$ cat src/rtl/spi_mmio_pkg.sv
package spi_mmio_pkg;
  localparam int BUS_W    = 32;
  localparam int FRAME_W  = 16;
  localparam int NARROW_W = 8;
  localparam int CODE_W   = 5;
  localparam int HALF_W   = 4;
  localparam int HALF_MIN = 2;

  localparam int OFF_CTRL  = 'h00;
  localparam int OFF_CFG   = 'h04;
  localparam int OFF_TX    = 'h08;
  localparam int OFF_RX    = 'h0C;
  localparam int OFF_CAUSE = 'h10;

  typedef struct packed {
    logic              wide;
    logic [CODE_W-1:0] code;
  } spi_cfg_t;
endpackage

$ cat src/rtl/spi_clk_div.sv
module spi_clk_div
  import spi_mmio_pkg::*;
#(
  parameter int CW = CODE_W,
  parameter int HW = HALF_W
) (
  input  logic          clk,
  input  logic          rst,
  input  logic          run,
  input  logic [CW-1:0] code,
  output logic          tick
);
  localparam logic [HW-1:0] HMIN = HW'(HALF_MIN);

  logic [HW-1:0] half_cyc;
  logic [HW-1:0] cnt;

  // Legal codes have the top bit set and a half period of at least HMIN.
  always_comb begin
    if (code[CW-1] && (code[HW-1:0] >= HMIN)) half_cyc = code[HW-1:0];
    else                                      half_cyc = HMIN;
  end

  assign tick = run && (cnt == half_cyc - 1'b1);

  always_ff @(posedge clk) begin
    if (rst)               cnt <= '0;
    else if (!run || tick) cnt <= '0;
    else                   cnt <= cnt + 1'b1;
  end

  assert_half_clamped_R4: assert property (@(posedge clk) disable iff (rst)
    half_cyc >= HMIN);
  assert_cnt_in_window_R3: assert property (@(posedge clk) disable iff (rst)
    run |-> cnt < half_cyc);
endmodule

$ cat src/rtl/spi_shifter.sv
module spi_shifter
  import spi_mmio_pkg::*;
#(
  parameter int FW = FRAME_W,
  parameter int NW = NARROW_W
) (
  input  logic          clk,
  input  logic          rst,
  input  logic          start,
  input  logic          wide,
  input  logic [FW-1:0] tx_word,
  input  logic          tick,
  input  logic          miso,
  output logic          busy,
  output logic          sck,
  output logic          mosi,
  output logic          done,
  output logic [FW-1:0] rx_word
);
  localparam int BW = $clog2(FW);
  localparam logic [BW-1:0] LAST_W = BW'(FW - 1);
  localparam logic [BW-1:0] LAST_N = BW'(NW - 1);

  logic [FW-1:0] tx_sr;
  logic [FW-1:0] rx_sr;
  logic [BW-1:0] bits_left;
  logic          wide_q;

  assign mosi    = tx_sr[FW-1];
  assign rx_word = wide_q ? rx_sr : {{(FW-NW){1'b0}}, rx_sr[NW-1:0]};

  always_ff @(posedge clk) begin
    if (rst) begin
      busy <= 1'b0; sck <= 1'b0; done <= 1'b0; wide_q <= 1'b0;
      tx_sr <= '0; rx_sr <= '0; bits_left <= '0;
    end else begin
      done <= 1'b0;
      if (!busy) begin
        if (start) begin
          busy      <= 1'b1;
          sck       <= 1'b0;
          wide_q    <= wide;
          rx_sr     <= '0;
          bits_left <= wide ? LAST_W : LAST_N;
          tx_sr     <= wide ? tx_word : {tx_word[NW-1:0], {(FW-NW){1'b0}}};
        end
      end else if (tick) begin
        if (!sck) begin
          sck   <= 1'b1;
          rx_sr <= {rx_sr[FW-2:0], miso};
        end else begin
          sck <= 1'b0;
          if (bits_left == '0) begin
            busy <= 1'b0;
            done <= 1'b1;
          end else begin
            bits_left <= bits_left - 1'b1;
            tx_sr     <= {tx_sr[FW-2:0], 1'b0};
          end
        end
      end
    end
  end

  assert_sck_idle_low_R5: assert property (@(posedge clk) disable iff (rst)
    !busy |-> !sck);
  assert_no_restart_R9: assert property (@(posedge clk) disable iff (rst)
    (busy && $past(busy)) |-> bits_left <= $past(bits_left));
  assert_mosi_on_fall_R5: assert property (@(posedge clk) disable iff (rst)
    (busy && $past(busy) && !$fell(sck)) |-> $stable(mosi));
  assert_done_after_fall_R8: assert property (@(posedge clk) disable iff (rst)
    done |-> (!sck && $past(sck)));
endmodule

$ cat src/rtl/spi_mmio_master.sv
module spi_mmio_master
  import spi_mmio_pkg::*;
#(
  parameter int ADDR_W = 5
) (
  input  logic              clk,
  input  logic              rst,
  input  logic              bus_wr,
  input  logic              bus_rd,
  input  logic [ADDR_W-1:0] bus_addr,
  input  logic [BUS_W-1:0]  bus_wdata,
  output logic [BUS_W-1:0]  bus_rdata,
  output logic              spi_sck,
  output logic              spi_mosi,
  input  logic              spi_miso,
  output logic              spi_cs_n
);
  localparam logic [ADDR_W-1:0] A_CTRL  = ADDR_W'(OFF_CTRL);
  localparam logic [ADDR_W-1:0] A_CFG   = ADDR_W'(OFF_CFG);
  localparam logic [ADDR_W-1:0] A_TX    = ADDR_W'(OFF_TX);
  localparam logic [ADDR_W-1:0] A_RX    = ADDR_W'(OFF_RX);
  localparam logic [ADDR_W-1:0] A_CAUSE = ADDR_W'(OFF_CAUSE);
  localparam int CFG_W = $bits(spi_cfg_t);

  logic               cs_on;
  spi_cfg_t           cfg_q;
  logic [FRAME_W-1:0] tx_q;
  logic [FRAME_W-1:0] rx_q;
  logic               flag_q;

  logic               busy, done, tick;
  logic [FRAME_W-1:0] rx_word;
  logic               wr_tx, wr_cause;

  assign wr_tx    = bus_wr && (bus_addr == A_TX);
  assign wr_cause = bus_wr && (bus_addr == A_CAUSE);
  assign spi_cs_n = ~cs_on;

  always_ff @(posedge clk) begin
    if (rst) begin
      cs_on <= 1'b0; cfg_q <= '0; tx_q <= '0; rx_q <= '0; flag_q <= 1'b0;
    end else begin
      if (bus_wr && bus_addr == A_CTRL) cs_on <= bus_wdata[0];
      if (bus_wr && bus_addr == A_CFG)  cfg_q <= spi_cfg_t'(bus_wdata[CFG_W-1:0]);
      if (wr_tx && !busy)               tx_q  <= bus_wdata[FRAME_W-1:0];
      if (done)                         rx_q  <= rx_word;
      if (done)                                flag_q <= 1'b1;
      else if (wr_cause && bus_wdata == '0)    flag_q <= 1'b0;
    end
  end

  always_ff @(posedge clk) begin
    if (rst) bus_rdata <= '0;
    else if (bus_rd) begin
      case (bus_addr)
        A_CTRL:  bus_rdata <= BUS_W'(cs_on);
        A_CFG:   bus_rdata <= BUS_W'(cfg_q);
        A_TX:    bus_rdata <= BUS_W'(tx_q);
        A_RX:    bus_rdata <= BUS_W'(rx_q);
        A_CAUSE: bus_rdata <= BUS_W'(flag_q);
        default: bus_rdata <= '0;
      endcase
    end
  end

  spi_clk_div i_div (
    .clk  (clk),
    .rst  (rst),
    .run  (busy),
    .code (cfg_q.code),
    .tick (tick)
  );

  spi_shifter i_shift (
    .clk     (clk),
    .rst     (rst),
    .start   (wr_tx),
    .wide    (cfg_q.wide),
    .tx_word (bus_wdata[FRAME_W-1:0]),
    .tick    (tick),
    .miso    (spi_miso),
    .busy    (busy),
    .sck     (spi_sck),
    .mosi    (spi_mosi),
    .done    (done),
    .rx_word (rx_word)
  );

  assert_cs_off_after_reset_R1: assert property (@(posedge clk) disable iff (rst)
    $past(rst) |-> spi_cs_n);
  assert_cause_nonzero_write_R8: assert property (@(posedge clk) disable iff (rst)
    (wr_cause && bus_wdata != '0 && !done) |=> $stable(flag_q));
  assert_flag_follows_done_R8: assert property (@(posedge clk) disable iff (rst)
    done |=> flag_q);
endmodule

$ cat config.mk
export PLATFORM = sky130hd
export DESIGN_NAME = spi_mmio_master
export DESIGN_NICKNAME = d
export VERILOG_FILES = /design/src/rtl/spi_mmio_pkg.sv /design/src/rtl/spi_clk_div.sv /design/src/rtl/spi_shifter.sv /design/src/rtl/spi_mmio_master.sv
export SDC_FILE = /design/constraint.sdc
export NUM_CORES = 1
export LEC_CHECK = 0
export BUFFER_PORTS_ARGS = -buffer_cell sky130_fd_sc_hd__buf_4
export CORE_MARGIN = 8
export CORE_UTILIZATION = 51
export CTS_BUF_LIST = sky130_fd_sc_hd__clkbuf_8 sky130_fd_sc_hd__clkbuf_16
export CTS_CLUSTER_SIZE = 20
export DETAILED_ROUTE_END_ITERATION = 10
export GPL_TIMING_DRIVEN = 0
export HOLD_SLACK_MARGIN = 0.15
export PLACE_DENSITY = 0.87
export SLEW_MARGIN = 25
export SYNTH_ARGS = -nofsm -noshare
export SYNTH_HDL_FRONTEND = slang
export SYNTH_SLANG_ARGS = --single-unit
export TNS_END_PERCENT = 100
$ cat constraint.sdc
create_clock -name clk -period 2.7 [get_ports clk]
set_clock_uncertainty 0.15 [all_clocks]
set_input_delay 0.135 -clock clk [delete_from_list [all_inputs] [get_ports clk]]
set_output_delay 0.135 -clock clk [all_outputs]
set_load 0.1 [all_outputs]
==> reports/qor.yml <==
synth_top_area_share_pct: 42.0
max_freq_mhz: 373
num_rows: 35
nets: 709
drtIter0Drc: 363
worst-path-buf-inv: 2
synth_cells: 546
cp_max_fo: 10
startpoint_type: "register"
clock-root-buffer: "clkbuf_8"
detail_route.wirelength_um: 14100
setup_ws_ps: 20.2
grt_use_total_pct: 21.9
cts_buffer_depth: 2
viasPerCell: 5.73
pwr_density_cell_nw_per_um2: 470
yosysUniqueCellTypes: 48
cts_tree: "built"
die_w_um: 113
synth-main-ff-cell: "dfxtp_1"
outcome: "completed"
grt_max_degree: 17
die_h_um: 113
cts_sinks: 100
numCtsBuffers: 9
htree_num_levels: 3
cp_slowest_cell: "dfxtp_4"
crit_arrival_ps: 2780
synth.area.mux_share_pct: 14.1
holdWs_ps: 203
yosysWarnings: 0
path_delay_family: "compound AO/OA/AOI/OAI gates"
start_util_pct: 52.1
worstPathRequired_ps: 2800
critPathKind: "reg -> reg"
port-buffer-count: 59
hold_class: "in -> reg"
final.period_utilization_pct: 99.3
max_stage_delay_ps: 390
yosysTopAreaCell: "dfxtp_1"
ant_nets: 0
place_ws_ps: -363
grt_overflow: 0
worstMarginPinSlew_ps: 724
fin_crit_ps: 2680
synth_area_leaders: "dfxtp_1, mux2i_1, a21oi_1"
antenna_found_initial: 0
p_leak_nw: 2.27
drive_above_1_share_pct: 22.1
dp_hpwl_um: 9660
clkLatencyLatePin_ps: 370
postLayoutCoreUtil_pct: 66.1
drcViolationCount: 0
crit_chain: "o311ai_4 > ha_4 > xor2_2 > xnor2_2 > buf_4 > nor3_4 > a21oi_1 > buf_4 > o311ai_0"
slew_viol_final: 0
routedWlPerCell_um: 18.1
synth_xor_area_share_pct: 1.29
synth_area_um2: 4770
firstDrtPassIters: 5
maxCapViolCount: 0
ys_async_sr_fraction_pct: 0
area_delta_synth_final_pct: 26.9
synth-simple-area-share_pct: 23.7
rsz0062_at_grt: "true"
die_area_um2: 12700
grt_pass1_vias: 4548
finalSetupViolations: 0
seq_area_frac_synth_pct: 42.0
power_mw: 2.85
worst_setup_path_end_kind: "register"
n_antenna_cell: 0
synth_seq_cells: 100
vdd_drop_max_v: 0.000336
design.core.area_um2: 9150
synth_fa_ha_area_share_pct: 0.787
synth_top_family_by_area: "simple AND/OR/NAND/NOR gates"
synth_enable_flop_cells: 0
finalHoldViolCount: 0
cp_common_cell: "buf_4"
vias: 4472
grt_pass1_wl_um: 22500
place_congestion: 0.905
syn-mean-instance-area_um2: 8.73
pin_count: 77
slew_headroom_pct: 51.7
clkTransAtPathRegs_ps: 90
synth_compound_area_share_pct: 11.7
==> worst reg2reg max path, stage by stage, from the launching register on <==
cell	delay (ps)
dfxtp_4	390
o311ai_4	340
ha_4	190
xor2_2	170
xnor2_2	120
buf_4	150
nor3_4	340
a21oi_1	170
buf_4	220
o311ai_0	320
==> per-layer routing <==
| layer | vias to the layer above | global-route usage (%) | share of wire (%) |
|---|---|---|---|
| met5 | - | 0 | 0 |
| met4 | 0 | 10.3 | 3.7 |
| met3 | 49 | 5.21 | 9.0 |
| met2 | 230 | 38.0 | 49 |
| met1 | 2109 | 24.8 | 38 |
| li1 | 2084 | - | - |
==> placed cells by master, fill, tap and decap left out, types with 3 or more instances in the layout <==
cell,n
dfxtp_1,95
buf_4,83
nor2_1,55
a21oi_1,54
nand2_1,46
nand2b_1,41
mux2i_1,39
clkbuf_1,25
dlygate4sd3_1,25
nor2b_1,24
mux2_2,23
nand3_1,18
conb_1,16
a211oi_1,9
clkbuf_8,9
inv_1,8
nor4_1,8
a311oi_1,8
buf_1,7
a22o_1,5
nor3_1,5
buf_6,4
o21ai_0,4
or3_1,4
nand4_1,3
dfxtp_2,3
==> sequential cells by signal (all words and copies together) (netlist names) <==
| signal | cells |
|---|---|
| i_shift.tx_sr | 16 |
| i_shift.wide_q | 1 |
| i_shift.rx_sr | 16 |
| cfg_q | 6 |
| tx_q | 16 |
| i_div.cnt | 4 |
| i_shift.busy | 1 |
| bus_rdata | 16 |
| flag_q | 1 |
| i_shift.bits_left | 4 |
| cs_on | 1 |
| rx_q | 16 |
| i_shift.done | 1 |
| i_shift.sck | 1 |
==> repair_timing <==
item / 4_1_cts / 5_1_grt
hold buffers: 26 / 0
endpoints found under the hold margin: 43 / 0
buffers inserted: 2 / 6
pin swaps: 4 / 4
endpoints found under the setup margin: 33 / 35
gates cloned: 1 / 0
resized for setup: 18 / 14
==> power breakdown <==
part	switching (mW)	total [mW]	internal, mW
Combinational	0.215	0.324	0.109
Sequential	0.00473	1.48	1.48
Clock	0.522	1.04	0.519
Total	0.742	2.85	2.10
==> cell usage after synthesis, drive strengths merged (2+ instances only) <==
cell type / n
o21ai: 5
or3: 4
nor2b: 24
ha: 3
buf: 27
nor2: 56
nor4b: 2
xnor2: 4
xor2: 3
a22o: 5
clkbuf: 28
nor3: 8
mux2: 23
nand4: 3
nand3: 18
a311oi: 8
a211oi: 9
nand2: 46
nor3b: 3
mux2i: 39
nand2b: 41
dfxtp: 100
a21oi: 54
inv: 7
nor4: 8
o311ai: 4
==> logic make-up after synthesis <==
family | Yosys count
buffers and inverters | 62
AND/OR/NAND/NOR | 220
XOR/XNOR | 7
AO/OA/AOI/OAI | 90
adder cells (fa/ha/maj) | 3
other | 1
multiplexers | 63
flip-flops | 100
==> path summary, 6_finish.rpt <==
path                               start  slack (ps)              endpoint  cells past startpoint
worst max-delay path            cfg_q[2]          20  i_shift.bits_left[3]                      9
worst min-delay path                 rst         200      i_shift.rx_sr[6]                      3
worst max register to register  cfg_q[2]          20  i_shift.bits_left[3]                      9
worst min register to register   tx_q[9]         310               tx_q[9]                      2
==> cell type report <==
class / count / area [um2]
clock buffer: 9 / 124
buffer: 54 / 285
inverter: 7 / 26.3
multi-input combinational: 399 / 2600
clock inverter: 7 / 92.6
fill: 660 / 3100
tap: 111 / 139
timing repair buffer: 93 / 768
sequential: 100 / 2010
==> metrics by stage <==
stage               instances  TNS (ps)  instance area (um2)
finish                    780         0                 6050
global route              780      -182                 6050
CTS                       776         0                 5990
detailed placement        731     -6500                 5410
global placement          731     -2970                 5410
floorplan                 561         0                 4820
Note: power is estimated with default switching activity, not from simulation.
